## src/rtl/stack_cmd_decoder.sv

```systemverilog
module stack_cmd_decoder #(
  parameter int AW = 16
) (
  input  logic          clk,
  input  logic          rst_n,
  input  logic [3:0]    board_id,
  input  logic          rx_valid,
  input  logic [7:0]    rx_byte,
  input  logic          rx_eop,
  input  logic          hw_trigger,
  input  logic          miso,
  input  logic [2:0]    chan_aux,
  output logic          rsp_valid,
  output logic [7:0]    rsp_byte,
  output logic          mem_we,
  output logic [1:0]    mem_sel,
  output logic [AW-1:0] mem_addr,
  output logic [15:0]   mem_wdata,
  output logic          cfg_reset,
  output logic          cfg_clk2x,
  output logic          cfg_enable,
  output logic          trigger_out,
  output logic [7:0]    frame_sel,
  output logic          aux_out
);
  localparam logic [3:0] BCAST = 4'hF;
  localparam logic [7:0] POLY  = 8'h07;

  typedef enum logic [2:0] {S_CMD, S_REG, S_ALO, S_AHI, S_DLO, S_DHI, S_SKIP} st_t;

  st_t st;
  logic [7:0]    cmd, cfg, crc, frame, lo;
  logic [AW-1:0] ptr;
  logic [7:0]    rd;

  function automatic logic [7:0] crc_step(input logic [7:0] v);
    logic [7:0] c;
    c = v;
    for (int i = 0; i < 8; i++) c = c[7] ? ((c << 1) ^ POLY) : (c << 1);
    return c;
  endfunction

  wire hit = (rx_byte[6:3] == BCAST) || (rx_byte[6:3] == board_id);
  wire crc_load = (st == S_REG) && (cmd[1:0] == 2'd1);

  always_comb begin
    case (rx_byte[1:0])
      2'd0:    rd = cfg;
      2'd1:    rd = crc;
      2'd2:    rd = frame;
      default: rd = 8'h00;
    endcase
  end

  always_ff @(posedge clk or negedge rst_n) begin
    if (!rst_n) begin
      st <= S_CMD; cmd <= '0; cfg <= '0; crc <= '0; frame <= '0; lo <= '0;
      ptr <= '0; rsp_valid <= 1'b0; rsp_byte <= '0;
      mem_we <= 1'b0; mem_sel <= '0; mem_addr <= '0; mem_wdata <= '0;
    end else begin
      rsp_valid <= 1'b0;
      mem_we    <= 1'b0;
      cfg[0]    <= 1'b0;
      if (rx_valid) begin
        crc <= crc_load ? rx_byte : crc_step(crc ^ rx_byte);
        case (st)
          S_CMD: begin
            cmd <= rx_byte;
            if (!hit) st <= S_SKIP;
            else if (!rx_byte[7]) begin
              st <= S_SKIP;
              if (!rx_byte[2]) begin
                rsp_valid <= 1'b1;
                rsp_byte  <= rd;
              end
            end else if (rx_byte[2]) st <= (rx_byte[1:0] == 2'd3) ? S_SKIP : S_ALO;
            else st <= S_REG;
          end
          S_REG: begin
            if (cmd[1:0] == 2'd0) cfg <= rx_byte;
            if (cmd[1:0] == 2'd2) frame <= rx_byte;
            st <= S_SKIP;
          end
          S_ALO: begin ptr <= AW'(rx_byte); st <= S_AHI; end
          S_AHI: begin ptr <= AW'({rx_byte, ptr[7:0]}); st <= S_DLO; end
          S_DLO: begin lo <= rx_byte; st <= S_DHI; end
          S_DHI: begin
            mem_we    <= 1'b1;
            mem_sel   <= cmd[1:0];
            mem_addr  <= ptr;
            mem_wdata <= {rx_byte, lo};
            ptr       <= ptr + 1'b1;
            st        <= S_DLO;
          end
          default: st <= S_SKIP;
        endcase
      end
      if (rx_eop) st <= S_CMD;
    end
  end

  assign cfg_reset   = cfg[0];
  assign cfg_clk2x   = cfg[1];
  assign cfg_enable  = cfg[2];
  assign trigger_out = cfg[3] | hw_trigger;
  assign frame_sel   = frame;
  assign aux_out     = cfg[4] ? miso : |(chan_aux & cfg[7:5]);

  assert_reset_pulse_R4: assert property (@(posedge clk) disable iff (!rst_n)
    cfg_reset |=> !cfg_reset);
  assert_rsp_after_byte_R7: assert property (@(posedge clk) disable iff (!rst_n)
    rsp_valid |-> $past(rx_valid));
  assert_rsp_single_R7: assert property (@(posedge clk) disable iff (!rst_n)
    rsp_valid |=> !rsp_valid);
  assert_we_after_byte_R6: assert property (@(posedge clk) disable iff (!rst_n)
    mem_we |-> $past(rx_valid));
  assert_we_sel_R6: assert property (@(posedge clk) disable iff (!rst_n)
    mem_we |-> mem_sel != 2'd3);
  assert_crc_idle_R8: assert property (@(posedge clk) disable iff (!rst_n)
    !rx_valid |=> $stable(crc));
  assert_eop_cmd_R10: assert property (@(posedge clk) disable iff (!rst_n)
    rx_eop |=> st == S_CMD);
  assert_frame_idle_R2: assert property (@(posedge clk) disable iff (!rst_n)
    !rx_valid |=> $stable(frame_sel));
endmodule

```

## config.mk

```make
export PLATFORM = sky130hd
export DESIGN_NAME = stack_cmd_decoder
export DESIGN_NICKNAME = d
export VERILOG_FILES = /design/src/rtl/stack_cmd_decoder.sv
export SDC_FILE = /design/constraint.sdc
export NUM_CORES = 1
export LEC_CHECK = 0
export BUFFER_PORTS_ARGS = -buffer_cell sky130_fd_sc_hd__buf_2
export CAP_MARGIN = 20
export CELL_PAD_IN_SITES_DETAIL_PLACEMENT = 0
export CELL_PAD_IN_SITES_GLOBAL_PLACEMENT = 1
export CORE_MARGIN = 2
export CORE_UTILIZATION = 35
export CTS_CLUSTER_SIZE = 8
export DETAILED_ROUTE_END_ITERATION = 8
export PLACE_DENSITY_LB_ADDON = 0.3
export SLEW_MARGIN = 0
export SYNTH_ARGS = -nofsm -noshare
export SYNTH_HDL_FRONTEND = slang
export SYNTH_SLANG_ARGS = --single-unit
```

## constraint.sdc

```tcl
create_clock -name clk -period 3 [get_ports clk]
set_clock_uncertainty 0.1 [all_clocks]
set_input_delay 0.6 -clock clk [delete_from_list [all_inputs] [get_ports clk]]
set_output_delay 0.6 -clock clk [all_outputs]
set_load 0.05 [all_outputs]
```

; ---- Word-level counts from Yosys, hierarchy flattened
; Cells that the tools add are included.
; W data, S select, Z words.
[totals]
wordCells = 89
ff_bits = 97
inputBits = 21
[op_classes]
mux = 29
n_eq_ne = 12
n_reduce_logical = 18
n_bitwise = 14
add_sub_neg = 1
[op_table]
columns = op, n
row1 = $pmux W16 S3, 1
row2 = $mux W3, 14
row3 = $not A3 Y3, 8
row4 = $pmux W8 S3, 1
row5 = $add A16 B1 Y16 const B, 1
row6 = $pmux W3 S4, 1
row7 = $mux W1, 11
row8 = $reduce_and A3 Y1, 3
row9 = $mux W8, 1
row10 = $reduce_and A2 Y1, 4
row11 = $xor A8 B8 Y8, 1
row12 = $eq A2 B2 Y1 const B, 3
row13 = $eq A3 B2 Y1 const B, 2
row14 = $eq A3 B3 Y1 const B, 2
row15 = $reduce_and A5 Y1, 1
row16 = $eq A2 B1 Y1 const B, 2
row17 = $eq A4 B4 Y1, 1
row18 = $eq A4 B4 Y1 const B, 1
row19 = $logic_not A2 Y1, 2
row20 = $reduce_bool A2 Y1, 2
row21 = $and A3 B3 Y3, 1
row22 = $eq A3 B1 Y1 const B, 1
row23 = $logic_not A3 Y1, 1
row24 = $not A1 Y1, 3
row25 = 6 further kinds, 6

; ---- Logic depth before layout (Yosys ltp)
[logic_depth]
word_depth = 18
ltp_mapped = 7
ltp_nobuf = 6

; ---- Worst setup path after synthesis
; No wires, ideal clock.
[synth_path]
path_kind = input-to-output
start = input chan_aux[0]
end = output aux_out
arrival_ps = 1459
cell_stages = 2
slack_ps = 841
required_time_ps = 2300
cell_sequence = a222oi_1 > mux2i_1
[synth_between]
elab_chain_cells = 3
[synth_rtl]
columns = item, line
row1 = "start, declared", 12  ; input logic [2:0] chan_aux,
row2 = $and A3 B3 Y3, 107  ; assign aux_out = cfg[4] ? miso : |(chan_aux & cfg[7:5]);
row3 = $reduce_or A3 Y1, 107
row4 = $mux W1, 107
row5 = "end, declared", 24  ; output logic aux_out
; Every way passes these cells.

; ---- Worst setup path in the final report
[layout_path]
start = register st[2]
end = register mem_addr[13]
[layout_between]
elab_chain_cells = 2
[layout_rtl]
columns = item, line
row1 = "start, declared", 31  ; st_t st;
row2 = "start signal, assigned", 76  ; end else if (rx_byte[2]) st <= (rx_byte[1:0] == 2'd3) ? S_SKIP : S_ALO;
row3 = $eq A3 B3 Y1, 66  ; case (st)
row4 = $reduce_and A2 Y1 (no source line), n/a
row5 = "end signal, assigned", 90  ; mem_addr <= ptr;
row6 = "end, declared", 17  ; output logic [AW-1:0] mem_addr,
; Every way passes these cells.
; A chain may end at the register's enable or synchronous reset.

==> qor.yml <==
switchingPower_mw: 2.44
fin_nets: 532
async_reset_ff_share_pct: 100
crit_required_ps: 3130
cp.depth: 4
p_leak_nw: 2.67
antenna_left: 0
power_frac_clock_pct: 19.7
clockRootBuffer: "clkbuf_16"
r2r_slack_ps: 670
htreeDepth: 3
slew_viol_final: 0
max_freq_ghz: 0.428
place_congestion: 0.791
cp_cell_sequence: "and3b_1 -> nand2_1 -> buf_4 -> mux2_2"
ys.flop_type: "dfrtp_1"
ys_warn_count: 0
synthCells: 442
ff_latch_area_um2: 2430
rsz0062_at_grt: "no"
critPathLaunch: "st[2]"
synth_top_area_share_pct: 49.7
fp.dieW_um: 122
slowest_delay_ps: 630
clock_latency_ps: 350
slew_headroom_pct: 57.7
path_buf_inv: 1
ir_drop_mv: 0.419
p_int_mw: 3.20
crit_type: "register to register"
cts_setup_buffers: 0
wl_per_cell_um: 17.3
crit_slowest_cell: "dfrtp_1"
cts_tree: "yes"
r2r-end: "mem_addr[13]"
hold_viol_final: 0
antenna_cells: 0
dp_hpwl_um: 8260
seq_area_frac_synth_pct: 49.7
cts_sinks: 97
crit_family: "simple AND/OR/NAND/NOR gates"
ios: 78
clock_path_buffers: 2
vias: 3662
grt_pass1_vias: 3517
path_max_fanout: 25
cp-end-kind: "register"
drt_iter0_markers: 235
grt_max_degree: 40
r2r_cells: 4
fillers: 1389
synth_fp_nets: 464
track_usage_pct: 17.2
die_y_um: 122
hold_buffers: 0
combPwrFrac_pct: 42.9
syn_area_um2: 4880
fin_crit_sh_pct: 77.8
drv_cap: 0
wirelength_um: 12000
synth_edf_count: 0
drc_errors: 0
yosysTopAreaCell: "dfrtp_1"
yosys_register_bits: 97
start_kind: "register"
p_seq_share_pct: 37.5
power_density_nw_per_um2: 985
start_util_pct: 35.4
swShare_pct: 43.2
fin_crit_ps: 2330
cts_resized: 0
multi_input_area_um2: 2300
grt_pass1_wl_um: 19600
dr.pass1.iters: 4
fin_tns_setup_ps: 0
tightest_slew_ps: 630
grt_overflow: 0
numCtsBuffers: 9
core_area_um2: 13800
critPathArrivalTime_ps: 2470
clk_pin_slew_ps: 60
synth_area_leaders: "dfrtp_1, mux2_2, a21oi_1"
dieArea_um2: 14900
syn_area_per_cell_um2: 11.0
io_buffers: 77
utilization_pct: 41.5
r2r_start: "st[2]"
antenna_found_initial: 0
netlist-cell-type-count: 62
status: "completed"
hold_class: "input pin to async pin"
vias_per_cell: 5.28
layout-drive-gt1-share_pct: 33.7
area_growth_pct: 17.2
num_rows: 43
setup_viol: 0
-- kinds of logic (layout without fill, tap and decap cells) --
logic type	after synthesis	count (layout)	synth area share, %
flops	97	97	49.7
compound gates	103	103	13.2
mux	72	72	16.3
simple gates	113	113	12.9
xor+xnor	22	22	4.54
fa+ha+maj	1	1	0.256
buf+inv	34	106	3.18
-- metrics by stage --
stage / area (µm²) / power, mW / setup slack, ps / cells / hold WS, ps
floorplan: 4880 / 3.98 / 841 / 442 / 204
global placement: 5440 / 4.53 / 601 / 679 / 377
detailed placement: 5440 / 4.57 / 529 / 679 / 383
CTS: 5720 / 5.70 / 660 / 694 / 158
global route: 5720 / 5.98 / 449 / 694 / 177
finish: 5720 / 5.64 / 666 / 694 / 140
-- routing by layer --
metal / part of all wire [%] / vias up / GRT usage, %
li1: - / 1737 / -
met1: 47 / 1821 / 23.5
met2: 47 / 89 / 27.0
met3: 4.6 / 15 / 3.28
met4: 1.8 / 0 / 6.68
met5: 0 / - / 0
-- power by group through the flow --
stage                     Sequential (mW)  Combinational [mW]  Clock [mW]
final                                2.11                2.42        1.11
after global routing                 2.19                2.61        1.18
after CTS                            2.12                2.44        1.14
after detailed placement             2.14                2.43           0
after global placement               2.13                2.40           0
after floorplan                      2.86                1.12           0
-- synth_stat cells, types with 6 or more instances --
| library cell | count |
|---|---|
| dfrtp_1 | 97 |
| mux2_2 | 58 |
| a21oi_1 | 39 |
| nor2_1 | 33 |
| nand2_1 | 29 |
| o21ai_0 | 17 |
| mux2i_1 | 14 |
| xnor2_1 | 14 |
| buf_2 | 13 |
| clkbuf_1 | 13 |
| nand3_1 | 10 |
| a31oi_1 | 9 |
| o21a_1 | 8 |
| nor3_1 | 6 |
-- cell usage in the layout (no fill, tap or decap), types with 10 or more instances in the layout --
cell	instances
buf_2	76
a21oi_1	39
dfrtp_1	97
mux2i_1	14
xnor2_1	14
o21ai_0	17
mux2_2	58
nand3_1	10
nand2_1	29
nor2_1	33
-- worst max-delay path by stage --
stage                   end  slack [ps]
2_1_floorplan       aux_out         840
3_3_place_gp         cfg[2]         600
3_5_place_dp         cfg[1]         530
4_1_cts        mem_addr[13]         660
5_1_grt              ptr[9]         450
6_report       mem_addr[13]         670
-- area by class of cell --
cell class / count / area share (%)
Clock buffer: 13 / 4.72
Clock inverter: 2 / 0.219
Inverter: 5 / 0.328
Multi-Input combinational cell: 311 / 40.2
Sequential cell: 97 / 42.4
Tap cell: 180 / 3.94
Timing Repair Buffer: 86 / 8.18
-- sequential cells by signal, indices dropped and copies added (netlist names) --
signal	cells
cfg	8
cmd	2
crc	8
frame_sel	8
lo	8
mem_addr	16
mem_sel	2
mem_wdata	16
mem_we	1
ptr	16
rsp_byte	8
rsp_valid	1
st	3
Note: power is estimated with default switching activity, not from simulation.
